File: config.mk
export PLATFORM = sky130hd
export DESIGN_NAME = upcount_timer
export DESIGN_NICKNAME = d
export VERILOG_FILES = /design/src/rtl/ut_pkg.sv /design/src/rtl/ut_prescale.sv /design/src/rtl/ut_count.sv /design/src/rtl/ut_irqflag.sv /design/src/rtl/upcount_timer.sv
export SDC_FILE = /design/constraint.sdc
export NUM_CORES = 1
export LEC_CHECK = 0
export CORE_UTILIZATION = 55
export DETAILED_ROUTE_END_ITERATION = 12
export PLACE_DENSITY = 0.89
export SYNTH_ARGS = -nofsm -noshare
export SYNTH_HDL_FRONTEND = slang
export SYNTH_HIERARCHICAL = 1
export SYNTH_SLANG_ARGS = --single-unit
export TNS_END_PERCENT = 1
File: constraint.sdc
create_clock -name clk -period 7.5 [get_ports clk]
set_input_delay 2.25 -clock clk [delete_from_list [all_inputs] [get_ports clk]]
set_output_delay 2.25 -clock clk [all_outputs]
set_load 0.02 [all_outputs]
File: src/rtl/ut_pkg.sv
package ut_pkg;
  localparam int CTL_EN_BIT   = 28;
  localparam int CTL_MODE_BIT = 24;
  localparam int IRQ_EN_BIT   = 20;
  localparam int IRQ_PEND_BIT = 16;

  typedef enum logic [1:0] {
    WORD_END = 2'd0,
    WORD_CNT = 2'd1,
    WORD_CTL = 2'd2,
    WORD_IRQ = 2'd3
  } word_e;

  typedef enum logic {
    MODE_ONESHOT  = 1'b0,
    MODE_PERIODIC = 1'b1
  } mode_e;
endpackage

File: src/rtl/ut_prescale.sv
module ut_prescale #(
  parameter int DIV_W = 16
) (
  input  logic             clk,
  input  logic             rst,
  input  logic             run,
  input  logic             restart,
  input  logic [DIV_W-1:0] div,
  output logic             tick
);
  logic [DIV_W-1:0] phase_q;
  logic             single;

  assign single = (div <= DIV_W'(1));
  assign tick   = run && !restart && (single || (phase_q >= div - DIV_W'(1)));

  always_ff @(posedge clk) begin
    if (rst || !run || restart) phase_q <= '0;
    else if (tick)              phase_q <= '0;
    else                        phase_q <= phase_q + DIV_W'(1);
  end


  gap_chk: assert property (@(posedge clk) disable iff (rst)
    (tick && !single && !restart) |=> !tick);
endmodule

File: src/rtl/ut_count.sv
module ut_count #(
  parameter int CNT_W = 28
) (
  input  logic             clk,
  input  logic             rst,
  input  logic             tick,
  input  logic             load,
  input  logic [CNT_W-1:0] load_val,
  input  logic [CNT_W-1:0] end_val,
  output logic [CNT_W-1:0] cnt,
  output logic             wrap
);
  logic [CNT_W-1:0] cnt_q;
  logic             at_limit;

  assign at_limit = ((end_val != '0) && (cnt_q == end_val)) || (cnt_q == {CNT_W{1'b1}});
  assign wrap     = tick && !load && at_limit;
  assign cnt      = cnt_q;

  always_ff @(posedge clk) begin
    if (rst)       cnt_q <= '0;
    else if (load) cnt_q <= load_val;
    else if (tick) cnt_q <= at_limit ? '0 : cnt_q + CNT_W'(1);
  end


  step_chk: assert property (@(posedge clk) disable iff (rst)
    (tick && !load) |=> (cnt_q == '0) || (cnt_q == $past(cnt_q) + CNT_W'(1)));

  hold_chk: assert property (@(posedge clk) disable iff (rst)
    (!tick && !load) |=> $stable(cnt_q));

  load_chk: assert property (@(posedge clk) disable iff (rst)
    load |=> (cnt_q == $past(load_val)));
endmodule

File: src/rtl/ut_irqflag.sv
module ut_irqflag (
  input  logic clk,
  input  logic rst,
  input  logic wr,
  input  logic wr_ie,
  input  logic wr_clr,
  input  logic set,
  output logic pend,
  output logic ie,
  output logic irq
);
  logic pend_q, ie_q, irq_q, pend_d, ie_d;

  always_comb begin
    pend_d = pend_q;
    ie_d   = ie_q;
    if (wr) begin
      ie_d = wr_ie;
      if (wr_clr) pend_d = 1'b0;
    end
    if (set) pend_d = 1'b1;
  end

  always_ff @(posedge clk) begin
    if (rst) begin
      pend_q <= 1'b0;
      ie_q   <= 1'b0;
      irq_q  <= 1'b0;
    end else begin
      pend_q <= pend_d;
      ie_q   <= ie_d;
      irq_q  <= pend_d && ie_d;
    end
  end

  assign pend = pend_q;
  assign ie   = ie_q;
  assign irq  = irq_q;


  set_wins_chk: assert property (@(posedge clk) disable iff (rst)
    set |=> pend_q);

  irq_match_chk: assert property (@(posedge clk) disable iff (rst)
    irq_q == (pend_q && ie_q));
endmodule

File: src/rtl/upcount_timer.sv
module upcount_timer #(
  parameter int CNT_W  = 28,
  parameter int DIV_W  = 16,
  parameter int ADDR_W = 4,
  parameter int DATA_W = 32
) (
  input  logic              clk,
  input  logic              rst,
  input  logic              bus_sel,
  input  logic              bus_we,
  input  logic [ADDR_W-1:0] bus_addr,
  input  logic [DATA_W-1:0] bus_wdata,
  output logic [DATA_W-1:0] bus_rdata,
  output logic              irq_o
);
  import ut_pkg::*;

  localparam int PAD_W = DATA_W - CNT_W;

  word_e            word;
  logic             wr_end, wr_cnt, wr_ctl, wr_irq, rd_any;
  logic             run_q;
  mode_e            mode_q;
  logic [DIV_W-1:0] div_q;
  logic [CNT_W-1:0] end_q;
  logic [CNT_W-1:0] cnt;
  logic             tick, wrap, pend, ie;
  logic [DATA_W-1:0] rd_mux, rdata_q;

  assign word   = word_e'(bus_addr[3:2]);
  assign wr_end = bus_sel && bus_we && (word == WORD_END);
  assign wr_cnt = bus_sel && bus_we && (word == WORD_CNT);
  assign wr_ctl = bus_sel && bus_we && (word == WORD_CTL);
  assign wr_irq = bus_sel && bus_we && (word == WORD_IRQ);
  assign rd_any = bus_sel && !bus_we;

  always_ff @(posedge clk) begin
    if (rst) begin
      run_q  <= 1'b0;
      mode_q <= MODE_ONESHOT;
      div_q  <= '0;
    end else if (wr_ctl) begin
      run_q  <= bus_wdata[CTL_EN_BIT];
      mode_q <= mode_e'(bus_wdata[CTL_MODE_BIT]);
      div_q  <= bus_wdata[DIV_W-1:0];
    end else if (wrap && (mode_q == MODE_ONESHOT)) begin
      run_q  <= 1'b0;
    end
  end

  always_ff @(posedge clk) begin
    if (rst)         end_q <= '0;
    else if (wr_end) end_q <= bus_wdata[CNT_W-1:0];
  end

  ut_prescale #(.DIV_W(DIV_W)) u_prescale (
    .clk     (clk),
    .rst     (rst),
    .run     (run_q),
    .restart (wr_ctl),
    .div     (div_q),
    .tick    (tick)
  );

  ut_count #(.CNT_W(CNT_W)) u_count (
    .clk      (clk),
    .rst      (rst),
    .tick     (tick),
    .load     (wr_cnt),
    .load_val (bus_wdata[CNT_W-1:0]),
    .end_val  (end_q),
    .cnt      (cnt),
    .wrap     (wrap)
  );

  ut_irqflag u_irqflag (
    .clk    (clk),
    .rst    (rst),
    .wr     (wr_irq),
    .wr_ie  (bus_wdata[IRQ_EN_BIT]),
    .wr_clr (bus_wdata[IRQ_PEND_BIT]),
    .set    (wrap),
    .pend   (pend),
    .ie     (ie),
    .irq    (irq_o)
  );

  always_comb begin
    rd_mux = '0;
    unique case (word)
      WORD_END: rd_mux = {{PAD_W{1'b0}}, end_q};
      WORD_CNT: rd_mux = {{PAD_W{1'b0}}, cnt};
      WORD_CTL: begin
        rd_mux[CTL_EN_BIT]   = run_q;
        rd_mux[CTL_MODE_BIT] = mode_q;
        rd_mux[DIV_W-1:0]    = div_q;
      end
      WORD_IRQ: begin
        rd_mux[IRQ_EN_BIT]   = ie;
        rd_mux[IRQ_PEND_BIT] = pend;
      end
      default: rd_mux = '0;
    endcase
  end

  always_ff @(posedge clk) begin
    if (rst)         rdata_q <= '0;
    else if (rd_any) rdata_q <= rd_mux;
  end

  assign bus_rdata = rdata_q;


  oneshot_stop_chk: assert property (@(posedge clk) disable iff (rst)
    (wrap && (mode_q == MODE_ONESHOT) && !wr_ctl) |=> !run_q);

  periodic_run_chk: assert property (@(posedge clk) disable iff (rst)
    (wrap && (mode_q == MODE_PERIODIC) && !wr_ctl) |=> run_q);

  wrap_pend_chk: assert property (@(posedge clk) disable iff (rst)
    wrap |=> (pend && (cnt == '0)));
endmodule

Yosys cells after proc, flatten, opt, wreduce, memory -nomap -nowiden
Cells that the tools add are included.
{"block": "word_totals", "ff_bits": 122, "latchBits": 0, "ram_bits": 0, "romBits": 0, "in_bits": 40, "out_inout_bits": 33, "word_cells": 64, "mem_count": 0}
{"block": "op_classes", "addsub": 3, "n_mul": 0, "div": 0, "n_lt_le_gt_ge": 2, "eq_ne": 5, "n_shift": 0, "n_mux": 17, "n_bitwise": 1, "reduce_logical": 26}
{"op": "$mux 28", "n": 3}
{"op": "$pmux 16 s3", "n": 1}
{"op": "$add 28x1->28 const B", "n": 1}
{"op": "$eq 28x28->1", "n": 1}
{"op": "$eq 28x28->1 const B", "n": 1}
{"op": "$reduce_bool 28->1", "n": 1}
{"op": "$pmux 3 s2", "n": 3}
{"op": "$add 16x1->16 const B", "n": 1}
{"op": "$ge 16x16->1", "n": 1}
{"op": "$le 16x1->1 const B", "n": 1}
{"op": "$sub 16x1->16 const B", "n": 1}
{"op": "$logic_and 1x1->1", "n": 13}
{"op": "$pmux 1 s3", "n": 3}
{"op": "$mux 1", "n": 7}
{"op": "$eq 2x2->1 const B", "n": 2}
{"op": "$logic_not 1->1", "n": 4}
{"op": "$logic_or 1x1->1", "n": 4}
{"op": "$reduce_bool 2->1", "n": 2}
{"op": "$eq 2x1->1 const B", "n": 1}
{"op": "$logic_not 2->1", "n": 1}
{"op": "$reduce_or 2->1", "n": 1}
{"op": "$not 1->1", "n": 1}

Longest topological paths before layout
Gate-level depths: netlist of the first run.
{"block": "depth", "ltp_word": 10, "depth_mapped": 17}

By module
Netlist of the first run, hierarchy kept.
{"mod": "upcount_timer", "n_inst": 1, "cells_per_inst": 347, "area_each_um2": 3161.8, "seq_area_each_um2": 1501.4}
{"mod": "ut_count", "n_inst": 1, "cells_per_inst": 268, "area_each_um2": 2373.5, "seq_area_each_um2": 560.5}
{"mod": "ut_prescale", "n_inst": 1, "cells_per_inst": 160, "area_each_um2": 1402.6, "seq_area_each_um2": 320.3}
{"mod": "ut_irqflag", "n_inst": 1, "cells_per_inst": 9, "area_each_um2": 105.1, "seq_area_each_um2": 60.1}

Least setup slack after synthesis of the first run
Ideal clock, no wire load.
{"block": "synth_timing", "kind": "input -> register", "startpoint": "in bus_addr[2]", "endpoint": "reg u_count.cnt_q[22], in the netlist u_count/cnt[22]", "setup_time_ns": 0.088, "arrival_ns": 4.090, "required_time_ns": 7.412, "slack_ns": 3.322, "cell_stages": 12, "path_buffers": 4, "path_cell_list": "buf_2 > nand4b_4 > inv_2 > buf_6 > inv_1 > o311a_2 > nand2b_1 > or2_2 > buf_1 > nand2b_1 > buf_4 > o32ai_2"}
{"block": "synth_via", "elab_chain_len": 6}
{"element": "start: declaration", "line": "upcount_timer.sv:11", "rtl": "input logic [ADDR_W-1:0] bus_addr,"}
{"element": "$eq 2x2->1", "line": "upcount_timer.sv:33", "rtl": "assign wr_ctl = bus_sel && bus_we && (word == WORD_CTL);"}
{"element": "$logic_and 1x1->1", "line": "upcount_timer.sv:33"}
{"element": "net wr_ctl", "line": "upcount_timer.sv:21", "rtl": "logic wr_end, wr_cnt, wr_ctl, wr_irq, rd_any;"}
{"element": "$logic_not 1->1", "line": "ut_prescale.sv:15", "rtl": "assign tick = run && !restart && (single || (phase_q >= div - DIV_W'(1)));"}
{"element": "$logic_and 1x1->1 (2 in a row)", "line": "ut_prescale.sv:15"}
{"element": "net tick", "line": "upcount_timer.sv:27", "rtl": "logic tick, wrap, pend, ie;"}
{"element": "$reduce_bool 2->1 (no source line)"}
{"element": "end signal: assignment", "line": "ut_count.sv:22", "rtl": "else if (load) cnt_q <= load_val;"}
{"element": "end signal: assignment", "line": "ut_count.sv:23", "rtl": "else if (tick) cnt_q <= at_limit ? '0 : cnt_q + CNT_W'(1);"}
{"element": "end: declaration", "line": "ut_count.sv:13", "rtl": "logic [CNT_W-1:0] cnt_q;"}
The timed path passes the listed nets, and every way through them passes these cells.
A chain may end at the register's enable or synchronous reset.

Final worst setup path of the first run
{"block": "layout_timing", "startpoint": "in bus_addr[2]", "endpoint": "reg u_count.cnt_q[0], in the netlist u_count/cnt[0]"}
{"block": "layout_via", "elab_chain_len": 6}
{"element": "$eq 2x2->1", "line": "upcount_timer.sv:33"}
{"element": "$logic_and 1x1->1", "line": "upcount_timer.sv:33"}
{"element": "$logic_not 1->1", "line": "ut_prescale.sv:15"}
{"element": "$logic_and 1x1->1 (2 in a row)", "line": "ut_prescale.sv:15"}
{"element": "net tick", "line": "upcount_timer.sv:27"}
{"element": "$reduce_bool 2->1 (no source line)"}
The timed path passes the listed nets, and every way through them passes these cells.

==> key figures, run 1 <==
Status
  – Status: completed

Timing
  – RSZ-0062 raised after global routing: false
  – Rel. slew slack: 13.5%
  – # setup viols final: 0
  – Max Freq: 180 MHz
  – Slew @ Worst Pin: 1300 ps
  – Fin crit period: 5560 ps
  – Final-report hold violation count: 0
  – Setup TNS: 0 ps
  – Final WS setup: 1940 ps
  – Slew Limit Fails: 0
  – Clock skew: 9.01 ps
  – Final period util: 74.1%

Global route
  – Aggregate global-route resource usage: 28.9%
  – Largest net degree at the start of global routing: 77
  – First-pass GRT wire length: 29600 µm
  – GRT overflow: 0
  – Vias in the first global route: 5767
  – Initial antenna violation count: 0

Finish
  – Nets: 878
  – Cell area after layout: 0.00825 mm²
  – Area grow syn2layout: 17.1%
  – Layout cells sized above 1: 11.2%
  – Diodes inserted: 0
  – Post-route insts no fill: 999

Die
  – Starting Density: 57.4%
  – Core area: 0.0123 mm²
  – Die ar.: 0.0133 mm²
  – Placement Rows: 40
  – Die extent in y: 115 µm
  – I/O pins: 73
  – Die Width: 115 µm

Place
  – Area post-placement: 0.00759 mm²
  – Placed Cells: 967
  – DP Worst Slack: 1630 ps
  – HPWL Detailed: 12200 µm
  – IO Port Bufs: 64
  – Routability Congestion: 0.931

Synthesis
  – Synthesized flop and latch total: 122
  – Mapped Cells: 784
  – Top_reg_cell synth: dfxtp_1
  – Synth Warn #: 6
  – Ys async rst share: 0%
  – Synth Area per Inst: 8.98 µm²
  – Count of unique library cells instantiated by Yosys: 66
  – EDFF count, synth: 0
  – Mapped Area: 0.00704 mm²
  – Register area share after synthesis: 34.7%

Drt
  – WL/cell: 18.4 µm
  – Starting DRC count in detailed routing: 765
  – Drt pass-1 iters: 7
  – Via/cell ratio: 6.18
  – Remaining antenna violation count: 0
  – Final WL: 18400 µm
  – Via Count: 6176
  – DRC: 0

Critical path
  – Worst EP required: 7810 ps
  – Arr. time, crit path: 5860 ps
  – Critical path fanouts, max: 34
  – CP startpoint: bus_addr[2]
  – Reg2Reg Launch Point: div_q[2]
  – Reg2reg setup slack: 2200 ps
  – R2R cell count: 14
  – Crit Path Class: in2reg
  – Worst setup SP type: primary input
  – Setup crit end kind: register

Power and ir drop
  – Max IR drop VDD: 0.239 mV
  – Power Total: 0.00173 W
  – PD cells: 210 mW/mm²
  – Leak Pwr: 3.12 nW

CTS
  – Clock transition at path regs: 50 ps
  – Clock Tree Root: clkbuf_16
  – Num CTS Buffers: 17
  – Sink Count: 122
  – Post-CTS Setup Inserts: 0
  – CTS tree: yes
  – PostCTS Resize Cnt: 0
  – CTS Hold Bufs: 0
  – Max H-tree Level: 4
  – Later-pin clock latency in the skew report: 410 ps
  – Clock tree buffer depth: 2

Worst hold path
  – Worst hold stages: 2
  – Hold Path Class: reg2reg
  – Min-delay src: bus_rdata[28]

Flow run
  – Max Cap Viol: 0
==> kinds of logic (layout without fill, tap and decap cells) <==
logic type | Yosys count | count (layout) | synth area share (%)
adder cells (fa/ha/maj) | 20 | 20 | 3.55
buffers and inverters | 66 | 111 | 5.52
flip-flops | 122 | 122 | 34.7
XOR/XNOR | 82 | 82 | 10.2
AND/OR/NAND/NOR | 299 | 299 | 23.9
AO/OA/AOI/OAI | 165 | 165 | 17.8
other | 1 | 3 | 0.0532
multiplexers | 29 | 29 | 4.28
==> stage by stage <==
stage | hold slack (ps) | util, %
2_1_floorplan | 444 | -
3_3_place_gp | 442 | 61.9
3_5_place_dp | 458 | 61.9
4_1_cts | 465 | 67.2
5_1_grt | 482 | 67.2
6_report | 458 | 67.2
==> cell usage in the layout, fill, tap and decap left out, types with 13 or more instances in the layout <==
cell type	synthesis	routed
dfxtp_1	122	122
nand2_1	110	110
a21oi_1	78	78
clkdlybuf4s50_1	0	62
xor2_1	54	54
nor2_1	28	28
xnor2_1	28	28
nor3b_1	28	27
nand3_1	23	23
nor3_1	22	22
nor4_1	21	21
mux2i_1	20	20
ha_1	20	20
o2bb2ai_1	17	17
a22o_1	17	17
clkbuf_16	0	17
o32ai_2	15	15
o32ai_1	13	13
==> Yosys cell counts, types with 17 or more instances <==
library cell	n	area [µm²]
dfxtp_1	122	2440
clkbuf_1	18	67.6
a22o_1	17	149
nor3_1	22	110
nor4_1	21	131
nor3b_1	28	210
nand2_1	110	413
a21oi_1	78	390
mux2i_1	20	200
ha_1	20	250
nand3_1	23	115
o2bb2ai_1	17	149
xnor2_1	28	245
xor2_1	54	473
nor2_1	28	105
==> critical path, cell delays in order <==
cell,delay [ps]
buf_2,700
nand4b_4,440
inv_2,210
inv_1,110
o311a_2,630
nand2b_1,140
or2_2,410
nand2b_1,360
buf_4,320
o32ai_1,270
==> where the power goes <==
part	leakage [nW]	switching (W)	internal [W]
Sequential	0.985	0.0000148	0.000658
Clock	0.316	0.000290	0.000605
Combinational	1.82	0.0000976	0.0000640
Total	3.12	0.000402	0.00133
==> sequential cells by signal, indices dropped and copies added, names as in the netlist <==
register / cells
u_irqflag/ie: 1
bus_rdata: 29
div_q: 16
run_q: 1
u_count/cnt: 28
end_q: 28
u_prescale/phase_q: 16
mode_q: 1
u_irqflag/pend: 1
u_irqflag/irq: 1
==> final cells by class <==
| type | instances | area [µm²] |
|---|---|---|
| fillers | 944 | 4020 |
| repair buffers | 70 | 678 |
| flip-flops and latches | 122 | 2440 |
| clock inverters | 12 | 194 |
| clock buffers | 20 | 457 |
| multi-input cells | 598 | 4230 |
| well taps | 168 | 210 |
| inverters | 9 | 33.8 |
==> worst paths after layout <==
path	end
min	bus_rdata[28]
max	u_count/cnt[0]
max reg2reg	u_count/cnt[0]
min reg2reg	bus_rdata[28]
==> layer usage <==
metal	GRT usage [%]	wire [µm]	vias up
li1	-	-	2917
met1	36.7	7800	2939
met2	47.4	8810	283
met3	6.96	1400	37
met4	11.3	391	0
met5	0	0	-
Power figures use the tool's default switching activity.
==> run 2: changes to the inputs <==
clock period = 5.3 ns   (was 7.5 ns; I/O delays follow)
==> run 2 against run 1 <==
Net effect:
- final cell count increased by 0.40%
- non-clock buffer count is 4 higher
- worst setup slack worse by 1300 ps
- register-to-register slack got worse by 1600 ps
- wire length up 0.30%
- sequential power is 41% higher
- power is 37% higher
- sequential share of layout area is essentially flat
- count of clock-buffer cells in the layout grew 5
- global-route usage rose by 0.16 points
==> key figures, run 2 (synthesis gave the netlist of run 1 again) <==
Critical path
  – Setup crit end kind: register (unchanged)
  – Cell chain of the critical path: nor4_1, nand2_1, nor4b_1, xnor2_1, ha_1, nand4_2, nor3_1, o221a_2, o311a_2, nand2b_1, or2_2, nand2b_1, buf_4, o32ai_1 (was buf_2, nand4b_4, inv_2, inv_1, o311a_2, nand2b_1, or2_2, nand2b_1, buf_4, o32ai_1)
  – Critical path fanouts, max: 13 (was 34)
  – Arr. time, crit path: 4970 ps (was 5860 ps)
  – CP most frequent cell: nand2b_1 (unchanged)
  – Worst setup SP type: register (was primary input)
  – Slowest CP cell: nor4_1 (was buf_2)
  – Crit Path Class: reg2reg (was in2reg)
  – Max incr delay on CP: 700 ps (about the same)
  – Worst EP required: 5590 ps (was 7810 ps)

Timing
  – Clock skew: 6.39 ps (was 9.01 ps)
  – Rel. slew slack: 20.1% (was 13.5%)
  – Slew @ Worst Pin: 1200 ps (was 1300 ps)
  – Final-report hold violation count: 0 (unchanged)
  – Fin crit period: 4690 ps
  – RSZ-0062 raised after global routing: false (unchanged)
  – Final hold slack: 453 ps (was 458 ps)
  – Slew Limit Fails: 0 (unchanged)
  – Setup TNS: 0 ps (unchanged)
  – Final period util: 88.4%
  – # setup viols final: 0 (unchanged)
  – Max Freq: 213 MHz

Place
  – Routability Congestion: 0.912 (was 0.931)
  – IO Port Bufs: 64 (unchanged)
  – HPWL Detailed: 12300 µm (was 12200 µm)

Drt
  – Drt pass-1 iters: 5 (was 7)
  – Via Count: 6292 (was 6176)
  – WL/cell: 18.4 µm (about the same)
  – Remaining antenna violation count: 0 (unchanged)
  – DRC: 0 (unchanged)
  – Final WL: 18500 µm (was 18400 µm)
  – Via/cell ratio: 6.27 (was 6.18)
  – Starting DRC count in detailed routing: 781 (was 765)

CTS
  – Clock Tree Root: clkbuf_16 (unchanged)
  – Max H-tree Level: 4 (unchanged)
  – Sink Count: 122 (unchanged)
  – PostCTS Resize Cnt: 0 (unchanged)
  – CTS tree: yes (unchanged)
  – CTS Hold Bufs: 0 (unchanged)
  – Clock transition at path regs: 60 ps (was 50 ps)
  – Later-pin clock latency in the skew report: 410 ps (about the same)
  – Clock tree buffer depth: 2 (unchanged)
  – Num CTS Buffers: 17 (unchanged)
  – Post-CTS Setup Inserts: 0 (unchanged)

Worst hold path
  – Hold Path Class: reg2reg (unchanged)

Power and ir drop
  – Max IR drop VDD: 0.204 mV (was 0.239 mV)
  – Leak Pwr: 3.13 nW (was 3.12 nW)
  – PD cells: 288 mW/mm² (was 210 mW/mm²)

Die
  – Die extent in y: 115 µm (unchanged)
  – Starting Density: 57.4% (unchanged)
  – I/O pins: 73 (unchanged)
  – Placement Rows: 40 (unchanged)
  – Die ar.: 0.0133 mm² (unchanged)
  – Die Width: 115 µm (unchanged)
  – Core area: 0.0123 mm² (unchanged)

Finish
  – Nets: 882 (was 878)
  – Max reg flops: 29 (unchanged)
  – Most frequent cells in the layout: 122 x dfxtp_1, 110 x nand2_1, 78 x a21oi_1 (unchanged)
  – Area grow syn2layout: 16.9% (was 17.1%)
  – Layout cells sized above 1: 11.3% (was 11.2%)
  – Most common library cell in the layout ignoring fill and taps: dfxtp_1 (unchanged)
  – Diodes inserted: 0 (unchanged)

Flow run
  – Max Cap Viol: 0 (unchanged)

Global route
  – Vias in the first global route: 5879 (was 5767)
  – First-pass GRT wire length: 29900 µm (was 29600 µm)
  – Initial antenna violation count: 0 (unchanged)
  – GRT overflow: 0 (unchanged)
  – Largest net degree at the start of global routing: 63 (was 77)
  – Aggregate global-route resource usage: 29.1% (was 28.9%)

Status
  – Status: completed (unchanged)
==> run 2: final cells by class <==
| class | instances | area [µm²] |
|---|---|---|
| Clock buffer | 25 | 495 |
| Clock inverter | 7 | 113 |
| Fill cell | 916 | 4030 |
| Inverter | 9 | 33.8 |
| Multi-Input combinational cell | 598 | 4230 |
| Sequential cell | 122 | 2440 |
| Tap cell | 168 | 210 |
| Timing Repair Buffer | 74 | 708 |
==> run 2: worst max-delay path, delay by kind of cell (launching register included) <==
kind / cells / cell delay [ps]
adder cells (fa/ha/maj): 1 / 320
AO/OA/AOI/OAI: 3 / 810
AND/OR/NAND/NOR: 8 / 2600
buffers and inverters: 1 / 350
XOR/XNOR: 1 / 130
flip-flops: 1 / 370
==> run 2: final timing paths <==
path | start | end | slack (ps) | cells past startpoint
worst max-delay path | div_q[2] | u_count/cnt[9] | 610 | 14
worst min-delay path | bus_rdata[28] | bus_rdata[28] | 450 | 2
worst max register to register | div_q[2] | u_count/cnt[9] | 610 | 14
worst min register to register | bus_rdata[28] | bus_rdata[28] | 450 | 2
==> run 2: power breakdown <==
| group | switching [W] | internal, W |
|---|---|---|
| Clock | 0.000402 | 0.000788 |
| Sequential | 0.0000208 | 0.000931 |
| Combinational | 0.000139 | 0.0000912 |
==> run 2: metrics by stage <==
step	utilization [%]	instances	setup slack [ps]	area [µm²]	power, W
2_1_floorplan	-	786	1620	7050	0.00113
3_3_place_gp	62.2	971	710	7620	0.00119
3_5_place_dp	62.2	971	682	7620	0.00119
4_1_cts	67.1	1003	753	8230	0.00237
5_1_grt	67.1	1003	409	8230	0.00243
6_report	67.1	1003	613	8230	0.00237
==> run 2: routing by layer <==
metal	share of wire, %	routed length, µm	track usage, %	vias up
li1	-	-	-	2920
met1	42	7750	38.0	2985
met2	48	8900	47.8	348
met3	8.1	1490	5.75	39
met4	1.8	333	10.3	0
met5	0	0	0	-
==> run 3: changes to the inputs <==
HOLD_SLACK_MARGIN = 0.05   (was not set)
==> results of run 3 <==
Final layout, timing and power as in run 2 (identical DEF).
